`config.mk`:
```
export PLATFORM = sky130hd
export DESIGN_NAME = sram_ctrl
export DESIGN_NICKNAME = d
export VERILOG_FILES = /design/src/rtl/sram_ctrl_pkg.sv /design/src/rtl/sram_ctrl_timer.sv /design/src/rtl/sram_ctrl_seq.sv /design/src/rtl/sram_ctrl_pins.sv /design/src/rtl/sram_ctrl.sv
export SDC_FILE = /design/constraint.sdc
export NUM_CORES = 1
export LEC_CHECK = 0
export BUFFER_PORTS_ARGS = -buffer_cell sky130_fd_sc_hd__buf_2
export CAP_MARGIN = 20
export CORE_MARGIN = 4
export CORE_UTILIZATION = 45
export DETAILED_ROUTE_END_ITERATION = 8
export PLACE_DENSITY = 0.75
export SLEW_MARGIN = 40
export SYNTH_ARGS = -nofsm -noshare
export SYNTH_HDL_FRONTEND = slang
export SYNTH_SLANG_ARGS = --single-unit
```
`constraint.sdc`:
```
create_clock -name clk -period 3.7 [get_ports clk]
set_input_delay 0.74 -clock clk [delete_from_list [all_inputs] [get_ports clk]]
set_output_delay 0.74 -clock clk [all_outputs]
set_load 0.02 [all_outputs]
```
`src/rtl/sram_ctrl_pkg.sv`:
```
`timescale 1ns/1ps
// Shared types and cycle arithmetic for the asynchronous SRAM controller.
// Assumes all timing values are positive nanosecond integers.
package sram_ctrl_pkg;

    typedef enum logic [2:0] {
        S_IDLE,
        S_RD_SETUP,
        S_RD_WAIT,
        S_RD_CAPTURE,
        S_WR_SETUP,
        S_WR_PULSE,
        S_WR_HOLD,
        S_TURNAROUND
    } ctrl_state_t;

    // Whole clock cycles needed to cover an interval of ns nanoseconds.
    function automatic int unsigned cyc_of(input int unsigned ns, input int unsigned clk_ns);
        return (ns + clk_ns - 1) / clk_ns;
    endfunction

    function automatic int unsigned umax(input int unsigned a, input int unsigned b);
        return (a > b) ? a : b;
    endfunction

endpackage

```
`src/rtl/sram_ctrl_timer.sv`:
```
`timescale 1ns/1ps
// Shared phase timer: loads a count on phase entry, then counts down to zero.
// Assumes the sequencer loads one less than the phase length in cycles.
module sram_ctrl_timer #(
    parameter int unsigned CNT_W = 4
) (
    input  logic             clk,
    input  logic             rst_n,
    input  logic             load,
    input  logic [CNT_W-1:0] load_val,
    output logic             expired
);

    logic [CNT_W-1:0] cnt_q;

    // Load on phase entry, otherwise count down and stop at zero.
    always_ff @(posedge clk) begin
        if (!rst_n) begin
            cnt_q <= '0;
        end else if (load) begin
            cnt_q <= load_val;
        end else if (cnt_q != '0) begin
            cnt_q <= cnt_q - 1'b1;
        end
    end

    assign expired = (cnt_q == '0);

endmodule

```
`src/rtl/sram_ctrl_seq.sv`:
```
`timescale 1ns/1ps
// Access sequencer: walks the read and write phases and asks the timer for
// each phase length. It takes requests only in S_IDLE.
// Assumes every phase length is at least 1 and the read wait is at least 2.
module sram_ctrl_seq
    import sram_ctrl_pkg::*;
#(
    parameter int unsigned CNT_W    = 4,
    parameter int unsigned N_PULSE  = 4,
    parameter int unsigned N_HOLD   = 1,
    parameter int unsigned N_RWAIT  = 6,
    parameter int unsigned N_TA_RD  = 1,
    parameter int unsigned N_TA_WR  = 1
) (
    input  logic             clk,
    input  logic             rst_n,
    input  logic             req_valid,
    input  logic             req_write,
    input  logic             req_none,
    input  logic             timer_expired,
    output ctrl_state_t      state_q,
    output ctrl_state_t      state_d,
    output logic             timer_load,
    output logic [CNT_W-1:0] timer_val,
    output logic             accept,
    output logic             capture,
    output logic             done_set
);

    // Next phase, timer loads and strobes for accept, capture and completion.
    always_comb begin
        state_d    = state_q;
        timer_load = 1'b0;
        timer_val  = '0;
        accept     = 1'b0;
        capture    = 1'b0;
        done_set   = 1'b0;
        case (state_q)
            S_IDLE: begin
                if (req_valid) begin
                    accept = 1'b1;
                    if (req_none) begin
                        done_set = 1'b1;
                    end else if (req_write) begin
                        state_d = S_WR_SETUP;
                    end else begin
                        state_d = S_RD_SETUP;
                    end
                end
            end
            S_WR_SETUP: begin
                state_d    = S_WR_PULSE;
                timer_load = 1'b1;
                timer_val  = CNT_W'(N_PULSE - 1);
            end
            S_WR_PULSE: begin
                if (timer_expired) begin
                    state_d    = S_WR_HOLD;
                    timer_load = 1'b1;
                    timer_val  = CNT_W'(N_HOLD - 1);
                end
            end
            S_WR_HOLD: begin
                if (timer_expired) begin
                    state_d    = S_TURNAROUND;
                    timer_load = 1'b1;
                    timer_val  = CNT_W'(N_TA_WR - 1);
                    done_set   = 1'b1;
                end
            end
            S_RD_SETUP: begin
                state_d    = S_RD_WAIT;
                timer_load = 1'b1;
                timer_val  = CNT_W'(N_RWAIT - 2);
            end
            S_RD_WAIT: begin
                if (timer_expired) begin
                    state_d  = S_RD_CAPTURE;
                    capture  = 1'b1;
                    done_set = 1'b1;
                end
            end
            S_RD_CAPTURE: begin
                state_d    = S_TURNAROUND;
                timer_load = 1'b1;
                timer_val  = CNT_W'(N_TA_RD - 1);
            end
            S_TURNAROUND: begin
                if (timer_expired) begin
                    state_d = S_IDLE;
                end
            end
            default: state_d = S_IDLE;
        endcase
    end

    // Phase register.
    always_ff @(posedge clk) begin
        if (!rst_n) begin
            state_q <= S_IDLE;
        end else begin
            state_q <= state_d;
        end
    end

    // The capture phase is reached only from the access wait.
    assert_capture_from_wait_R5: assert property (@(posedge clk) disable iff (!rst_n)
        (state_q == S_RD_CAPTURE) |-> ($past(state_q) == S_RD_WAIT));

    // Write setup starts only from the idle phase.
    assert_setup_from_idle_R2: assert property (@(posedge clk) disable iff (!rst_n)
        $rose(state_q == S_WR_SETUP) |-> ($past(state_q) == S_IDLE));

endmodule

```
`src/rtl/sram_ctrl_pins.sv`:
```
`timescale 1ns/1ps
// Memory-side strobe registers: decodes the next phase and the next lane
// enables into glitch-free, registered active-low pin levels.
// Assumes be_d already reflects a request accepted in the same cycle.
module sram_ctrl_pins
    import sram_ctrl_pkg::*;
(
    input  logic        clk,
    input  logic        rst_n,
    input  ctrl_state_t state_d,
    input  logic [1:0]  be_d,
    output logic        ce_n,
    output logic        oe_n,
    output logic        we_n,
    output logic        ub_n,
    output logic        lb_n,
    output logic        dq_oe
);

    logic in_access;
    logic in_read;
    logic in_write;

    // Classify the upcoming phase.
    always_comb begin
        in_read  = (state_d == S_RD_SETUP) || (state_d == S_RD_WAIT);
        in_write = (state_d == S_WR_SETUP) || (state_d == S_WR_PULSE) ||
                   (state_d == S_WR_HOLD);
        in_access = in_read || in_write;
    end

    // Register every pin level so that the memory sees clean edges.
    always_ff @(posedge clk) begin
        if (!rst_n) begin
            ce_n  <= 1'b1;
            oe_n  <= 1'b1;
            we_n  <= 1'b1;
            ub_n  <= 1'b1;
            lb_n  <= 1'b1;
            dq_oe <= 1'b0;
        end else begin
            ce_n  <= !in_access;
            oe_n  <= !in_read;
            we_n  <= !(state_d == S_WR_PULSE);
            ub_n  <= !(in_access && be_d[1]);
            lb_n  <= !(in_access && be_d[0]);
            dq_oe <= in_write;
        end
    end

    // The chip is never selected without a byte strobe.
    assert_select_has_lane_R8: assert property (@(posedge clk) disable iff (!rst_n)
        !ce_n |-> (!ub_n || !lb_n));

    // Read enable and the bus driver are never on together.
    assert_no_bus_fight_R6: assert property (@(posedge clk) disable iff (!rst_n)
        dq_oe |-> oe_n);

endmodule

```
`src/rtl/sram_ctrl.sv`:
```
`timescale 1ns/1ps
// Asynchronous SRAM controller top: registers the request, runs the sequencer
// and timer, drives the memory pins and captures read data.
// Assumes one request in flight, the clock period CLK_NS and the memory
// timing values given as nanosecond parameters.
module sram_ctrl
    import sram_ctrl_pkg::*;
#(
    parameter int unsigned ADDR_W    = 18,
    parameter int unsigned DATA_W    = 16,
    parameter int unsigned CLK_NS    = 10,
    parameter int unsigned T_WC_NS   = 55,
    parameter int unsigned T_PWE_NS  = 40,
    parameter int unsigned T_AW_NS   = 50,
    parameter int unsigned T_SD_NS   = 25,
    parameter int unsigned T_RC_NS   = 55,
    parameter int unsigned T_AA_NS   = 55,
    parameter int unsigned T_DOE_NS  = 30,
    parameter int unsigned T_HZOE_NS = 20
) (
    input  logic              clk,
    input  logic              rst_n,
    input  logic              req_valid,
    input  logic              req_write,
    input  logic [ADDR_W-1:0] req_addr,
    input  logic [DATA_W-1:0] req_wdata,
    input  logic [1:0]        req_be,
    output logic              req_ready,
    output logic              rsp_done,
    output logic [DATA_W-1:0] rsp_rdata,
    output logic [ADDR_W-1:0] sram_addr,
    output logic              sram_ce_n,
    output logic              sram_oe_n,
    output logic              sram_we_n,
    output logic              sram_ub_n,
    output logic              sram_lb_n,
    output logic [DATA_W-1:0] sram_dq_o,
    output logic              sram_dq_oe,
    input  logic [DATA_W-1:0] sram_dq_i
);

    localparam int unsigned LANE_W  = DATA_W / 2;
    localparam int unsigned N_PULSE = umax(1, umax(cyc_of(T_PWE_NS, CLK_NS),
                                      umax(cyc_of(T_SD_NS, CLK_NS),
                                           cyc_of(T_AW_NS, CLK_NS) - 1)));
    localparam int unsigned N_HOLD  = umax(1, cyc_of(T_WC_NS, CLK_NS) - 1 - N_PULSE);
    localparam int unsigned N_RWAIT = umax(2, umax(cyc_of(T_AA_NS, CLK_NS),
                                      umax(cyc_of(T_DOE_NS, CLK_NS),
                                           cyc_of(T_RC_NS, CLK_NS))));
    localparam int unsigned N_TA_RD = umax(1, cyc_of(T_HZOE_NS, CLK_NS) - 1);
    localparam int unsigned N_TA_WR = 1;
    localparam int unsigned N_MAX   = umax(umax(N_PULSE, N_HOLD), umax(N_RWAIT, N_TA_RD));
    localparam int unsigned CNT_W   = $clog2(N_MAX + 1) + 1;

    ctrl_state_t       state_q;
    ctrl_state_t       state_d;
    logic              timer_load;
    logic [CNT_W-1:0]  timer_val;
    logic              timer_expired;
    logic              accept;
    logic              capture;
    logic              done_set;
    logic [1:0]        be_q;
    logic [1:0]        be_d;
    logic [ADDR_W-1:0] addr_q;
    logic [DATA_W-1:0] wdata_q;
    logic              done_q;
    logic [DATA_W-1:0] rdata_q;

    assign be_d = accept ? req_be : be_q;

    sram_ctrl_seq #(
        .CNT_W   (CNT_W),
        .N_PULSE (N_PULSE),
        .N_HOLD  (N_HOLD),
        .N_RWAIT (N_RWAIT),
        .N_TA_RD (N_TA_RD),
        .N_TA_WR (N_TA_WR)
    ) u_seq (
        .clk           (clk),
        .rst_n         (rst_n),
        .req_valid     (req_valid),
        .req_write     (req_write),
        .req_none      (req_be == 2'b00),
        .timer_expired (timer_expired),
        .state_q       (state_q),
        .state_d       (state_d),
        .timer_load    (timer_load),
        .timer_val     (timer_val),
        .accept        (accept),
        .capture       (capture),
        .done_set      (done_set)
    );

    sram_ctrl_timer #(
        .CNT_W (CNT_W)
    ) u_timer (
        .clk      (clk),
        .rst_n    (rst_n),
        .load     (timer_load),
        .load_val (timer_val),
        .expired  (timer_expired)
    );

    sram_ctrl_pins u_pins (
        .clk     (clk),
        .rst_n   (rst_n),
        .state_d (state_d),
        .be_d    (be_d),
        .ce_n    (sram_ce_n),
        .oe_n    (sram_oe_n),
        .we_n    (sram_we_n),
        .ub_n    (sram_ub_n),
        .lb_n    (sram_lb_n),
        .dq_oe   (sram_dq_oe)
    );

    // Hold the accepted request fields for the whole access.
    always_ff @(posedge clk) begin
        if (!rst_n) begin
            addr_q  <= '0;
            wdata_q <= '0;
            be_q    <= '0;
        end else if (accept) begin
            addr_q  <= req_addr;
            wdata_q <= req_wdata;
            be_q    <= req_be;
        end
    end

    // Completion pulse register.
    always_ff @(posedge clk) begin
        if (!rst_n) begin
            done_q <= 1'b0;
        end else begin
            done_q <= done_set;
        end
    end

    // Per-lane read capture; lanes that were not enabled read as zero.
    for (genvar ln = 0; ln < 2; ln++) begin : g_lane
        always_ff @(posedge clk) begin
            if (!rst_n) begin
                rdata_q[ln*LANE_W +: LANE_W] <= '0;
            end else if (capture) begin
                rdata_q[ln*LANE_W +: LANE_W] <= be_q[ln] ? sram_dq_i[ln*LANE_W +: LANE_W] : '0;
            end
        end
    end

    assign req_ready = (state_q == S_IDLE);
    assign rsp_done  = done_q;
    assign rsp_rdata = rdata_q;
    assign sram_addr = addr_q;
    assign sram_dq_o = wdata_q;

    // While idle the memory sits in standby and the bus is released.
    assert_standby_idle_R1: assert property (@(posedge clk) disable iff (!rst_n)
        req_ready |-> (sram_ce_n && sram_oe_n && sram_we_n && sram_ub_n &&
                       sram_lb_n && !sram_dq_oe));

    // A completion from a real access lasts one cycle.
    assert_done_pulse_R2: assert property (@(posedge clk) disable iff (!rst_n)
        (rsp_done && !req_ready) |=> !rsp_done);

    // The write strobe is only active while selected, with read off and a lane on.
    assert_write_qualified_R3: assert property (@(posedge clk) disable iff (!rst_n)
        !sram_we_n |-> (!sram_ce_n && sram_oe_n && (!sram_ub_n || !sram_lb_n)));

    // Address and data do not move inside the write pulse, and the bus is driven.
    assert_write_stable_R3: assert property (@(posedge clk) disable iff (!rst_n)
        (!sram_we_n && $past(!sram_we_n)) |->
            ($stable(sram_addr) && $stable(sram_dq_o) && sram_dq_oe));

    // A read phase never has the write strobe active.
    assert_read_no_write_R5: assert property (@(posedge clk) disable iff (!rst_n)
        !sram_oe_n |-> sram_we_n);

endmodule

```
# == Word-level counts from Yosys, hierarchy flattened ==
# Cells that the tools add are included.
# classes
n_addsub,1
n_eq_ne,12
mux,22
reduce_logical,19
# op_table
op,count
$pmux W3 S8,1
$eq A3 B3 Y1 const B,7
$mux W3,7
$mux W8,2
$eq A3 B2 Y1 const B,3
$mux W4,2
$eq A3 B1 Y1 const B,2
$mux W1,6
$pmux W3 S2,1
$logic_not A1 Y1,5
$logic_not A4 Y1,1
$logic_or A1 B1 Y1,4
$pmux W1 S2,2
$reduce_bool A4 Y1,1
$reduce_or A2 Y1,2
$sub A4 B1 Y4 const B,1
$logic_not A3 Y1,1
$reduce_or A3 Y1,1
$logic_and A1 B1 Y1,2
$logic_not A2 Y1,1
$mux W2,1
$reduce_bool A2 Y1,1
# word_totals
ff_bits,66
input_bits,56
out_inout_bits,58
word_cells,68

# == Logic depth before layout (Yosys ltp) ==
# depth
word_depth,10
depth_mapped,7
depth_no_buf,5

# == Cells and area by module ==
# Synthesis repeated with hierarchy kept, for this count alone.
# hier_totals
hier_cells,266
hier_area_um2,2760.1
# modules_own_cells
mod,n_inst,cells_each,area_each_um2,seq_area_each_um2
sram_ctrl,1,192,2064.5,1061.0
sram_ctrl_seq,1,36,281.5,60.1
sram_ctrl_timer,1,23,230.2,80.1
sram_ctrl_pins,1,15,183.9,120.1

# == Worst setup path after synthesis ==
# No wires, ideal clock.
# synth_path
path_kind,reg2out
startpoint,register u_seq.state_q[2]
endpoint,output port req_ready
arrival_time_ns,1.131
required_time_ns,2.960
slack_ns,1.829
stages_incl_launch_ff,4
n_path_buf,1
path_cell_list,dfxtp_1 buf_2 or2_2 nor2_1
# synth_via
elab_chain_len,1
# synth_rtl
item,line,source
start: declaration,sram_ctrl_seq.sv:21,"output ctrl_state_t state_q,"
start signal: assignment,sram_ctrl_seq.sv:102,state_q <= state_d;
$logic_not A3 Y1,sram_ctrl.sv:151,assign req_ready = (state_q == S_IDLE);
end: declaration,sram_ctrl.sv:28,"output logic req_ready,"
# Every way passes these cells.

# == Final worst setup path ==
# layout_path
startpoint,register u_seq.state_q[0]
endpoint,output port req_ready
# Same word-level chain as after synthesis.

==> insert_results.sql <==
INSERT INTO impl_metrics (metric_group, metric, value, unit) VALUES
('outcome', 'run_status', 'completed', ''),
('place', 'portBuffers', '113', ''),
('setup_path', 'worst_reg2reg_path_length_in_cells', '5', ''),
('drt', 'detailedRoute.firstIterationViolations', '108', ''),
('setup_path', 'r2r_setup_slack', '1.71', 'ns'),
('place', 'dp.cells', '475', ''),
('floorplan', 'placementRows', '28', ''),
('drt', 'final_antenna_net_count', '0', ''),
('setup_path', 'rr_endpoint', 'u_timer.cnt_q[1]$_SDFFE_PN0P_', ''),
('logic_synthesis', 'synthDistinctLibCells', '42', ''),
('sta', 'fin_tns_setup', '0', 'ns'),
('setup_path', 'worst_setup_path_end_kind', 'output pin', ''),
('clock_network', 'post_cts_hold_buffer_count', '0', ''),
('logic_synthesis', 'yosys.area.top_type', 'sky130_fd_sc_hd__dfxtp_1', ''),
('logic_synthesis', 'synth_seq_cells', '66', ''),
('sta', 'maximum_clock_frequency', '0.439', 'GHz'),
('clock_network', 'clockRootBuffer', 'sky130_fd_sc_hd__clkbuf_8', ''),
('clock_network', 'ctsResizeCount', '0', ''),
('logic_synthesis', 'post_synth_inst_count', '309', ''),
('setup_path', 'start_kind', 'register', ''),
('grt', 'grt_pass1_wl', '11000', 'um'),
('sta', 'timing.final.crit_period', '2.28', 'ns'),
('place', 'hpwlAfterDp', '4700', 'um'),
('clock_network', 'cts_tree', 'yes', ''),
('sta', 'final.setup_skew', '0.00694', 'ns'),
('sta', 'final.period_utilization', '0.616', ''),
('min_path', 'hold_path.class', 'register to register', ''),
('grt', 'grt.overflow.total', '0', ''),
('grt', 'grt_antenna_before_repair', '0', ''),
('setup_path', 'cp_max_fo', '15', ''),
('floorplan', 'die_height', '86.8', 'um'),
('layout', 'ant_cells', '0', ''),
('clock_network', 'cts_num_sinks', '66', ''),
('sta', 'rsz0062_at_grt', 'no', ''),
('place', 'detailedPlace.worstSlack', '1.46', 'ns'),
('grt', 'grtUsageTotal', '0.181', ''),
('drt', 'detail_route.vias_per_cell', '5.13', ''),
('logic_synthesis', 'synth_edf_count', '0', ''),
('sta', 'hold_viol_final', '0', ''),
('logic_synthesis', 'netlist_area', '0.00280', 'sq mm'),
('logic_synthesis', 'ys_async_sr_fraction', '0', ''),
('layout', 'filler_cell_count', '549', ''),
('clock_network', 'max-clock-path-buffers', '2', ''),
('grt', 'first_global_vias', '2377', ''),
('logic_synthesis', 'synth.yosys.seq_area_share', '0.473', ''),
('pwr', 'power.leakage', '1.54', 'nW'),
('clock_network', 'cts_post_setup_buffers_inserted', '0', ''),
('logic_synthesis', 'synth_warn', '0', ''),
('floorplan', 'core', '0.00599', 'sq mm'),
('sta', 'worstMarginPinSlew', '0.781', 'ns'),
('logic_synthesis', 'synth_largest_type_area_fraction', '0.473', ''),
('setup_path', 'timing.critical_path.from', 'u_seq.state_q[0]$_SDFF_PN0_', ''),
('clock_network', 'h-tree-depth', '3', ''),
('pwr', 'vdd.ir_drop.worst', '0.418', 'mV'),
('pwr', 'power_density_over_the_cells', '636', 'mW/mm^2'),
('layout', 'post-route-util', '0.585', ''),
('layout', 'final_cells', '491', ''),
('logic_synthesis', 'yosys_most_used_dff', 'sky130_fd_sc_hd__dfxtp_1', ''),
('layout', 'area_growth_syn_to_layout', '25.5', '%'),
('floorplan', 'area_enclosed_by_the_die_boundary', '0.00754', 'sq mm'),
('setup_path', 'worst_r2r_startpoint', 'u_timer.cnt_q[0]$_SDFFE_PN0P_', ''),
('floorplan', 'initial_core_utilization', '0.467', ''),
('flow_run', 'drv.max_cap_violation_count', '0', ''),
('setup_path', 'cp.required', '2.96', 'ns'),
('layout', 'commonest_cells_after_routing_fill_and_taps_aside', 'sky130_fd_sc_hd__buf_2, sky130_fd_sc_hd__dfxtp_1, sky130_fd_sc_hd__nand2_1', ''),
('drt', 'routed-via-count', '2518', ''),
('setup_path', 'critical_path_arrival', '1.54', 'ns'),
('setup_path', 'timing.critical_path.to', 'req_ready', ''),
('drt', 'dr.pass1.iters', '4', ''),
('drt', 'postRouteWirelength', '6770', 'um'),
('logic_synthesis', 'synth.area.top_cells', 'sky130_fd_sc_hd__dfxtp_1, sky130_fd_sc_hd__nand2_1, sky130_fd_sc_hd__a21boi_1, sky130_fd_sc_hd__a21boi_0, sky130_fd_sc_hd__o21ai_0', '');
-- where the power goes --
part           internal (mW)  total, mW  switching [mW]
clock                  0.310      0.560           0.249
sequential             0.813      0.914           0.101
combinational          0.267      0.757           0.491
-- critical path, cell delays in order (launching register included) --
cell and delay, ns:
sky130_fd_sc_hd__dfxtp_1 0.49, sky130_fd_sc_hd__or2_2 0.43, sky130_fd_sc_hd__nor2_1 0.12, sky130_fd_sc_hd__buf_2 0.18
-- state kept, by name (all words and copies together) (netlist names), 2 cells and up --
name and count:
be_q 2, rsp_rdata 16, sram_addr 18, u_timer.cnt_q 4
u_seq.state_q 3, sram_dq_o 16
-- cell type report --
type / count / area [sq um] / area share
clock buffer: 13 / 139 / 0.0396
clock inverter: 3 / 40.0 / 0.0114
inverter: 5 / 18.8 / 0.00535
multi-input combinational: 212 / 1300 / 0.370
sequential: 66 / 1320 / 0.377
tap: 75 / 93.8 / 0.0268
timing repair buffer: 117 / 596 / 0.170
-- synthesized netlist by cell type, types with 2 or more instances --
cell,count
sky130_fd_sc_hd__dfxtp_1,66
sky130_fd_sc_hd__nand2_1,63
sky130_fd_sc_hd__a21boi_1,30
sky130_fd_sc_hd__o21ai_0,23
sky130_fd_sc_hd__a21boi_0,20
sky130_fd_sc_hd__nand4_1,16
sky130_fd_sc_hd__clkbuf_1,11
sky130_fd_sc_hd__nand2_2,10
sky130_fd_sc_hd__a21oi_1,6
sky130_fd_sc_hd__buf_2,6
sky130_fd_sc_hd__buf_6,6
sky130_fd_sc_hd__inv_1,5
sky130_fd_sc_hd__nor2_1,4
sky130_fd_sc_hd__buf_4,3
sky130_fd_sc_hd__mux2i_1,3
sky130_fd_sc_hd__nand2b_1,3
sky130_fd_sc_hd__nor3_1,3
sky130_fd_sc_hd__o221a_2,3
sky130_fd_sc_hd__a211oi_1,2
sky130_fd_sc_hd__nor3b_1,2
sky130_fd_sc_hd__o311a_1,2
sky130_fd_sc_hd__or3b_1,2
-- routing by layer --
| metal | vias to the layer above | GRT usage | share of wire |
|---|---|---|---|
| li1 | 1285 | - | - |
| met1 | 1152 | 0.225 | 0.44 |
| met2 | 75 | 0.302 | 0.48 |
| met3 | 6 | 0.0428 | 0.067 |
| met4 | 0 | 0.0680 | 0.0087 |
| met5 | - | 0 | 0 |
-- metrics by stage --
stage / hold slack [ns] / cell area (sq um)
after detailed placement: 0.445 / 3330
final: 0.451 / 3510
after global placement: 0.438 / 3330
after global routing: 0.466 / 3510
after floorplan: 0.531 / 2800
after CTS: 0.455 / 3510
-- cells by family (layout without fill, tap and decap cells) --
kind of cell / after synthesis / in the layout / synth area share
AOI/OAI and AO/OA: 93 / 93 / 0.231
xor gates and xnor gates: 1 / 1 / 0.00313
adders and majority gates: 1 / 1 / 0.00448
buffers and inverters: 31 / 138 / 0.0645
DFF: 66 / 66 / 0.473
muxes: 3 / 3 / 0.0107
and+or+nand+nor: 114 / 114 / 0.214
-- worst min-delay path by stage --
stage,from,endpoint,slack (ns),cells after the start
final,sram_addr[2]$_SDFFE_PN0P_,sram_addr[2]$_SDFFE_PN0P_,0.45,2
after global routing,sram_addr[7]$_SDFFE_PN0P_,sram_addr[7]$_SDFFE_PN0P_,0.47,2
after CTS,sram_addr[17]$_SDFFE_PN0P_,sram_addr[17]$_SDFFE_PN0P_,0.45,2
after detailed placement,sram_addr[17]$_SDFFE_PN0P_,sram_addr[17]$_SDFFE_PN0P_,0.44,2
after global placement,sram_dq_o[14]$_SDFFE_PN0P_,sram_dq_o[14]$_SDFFE_PN0P_,0.44,2
after floorplan,sram_addr[0]$_SDFFE_PN0P_,sram_addr[0]$_SDFFE_PN0P_,0.53,2
No activity file was read; power rests on OpenSTA's default activity.
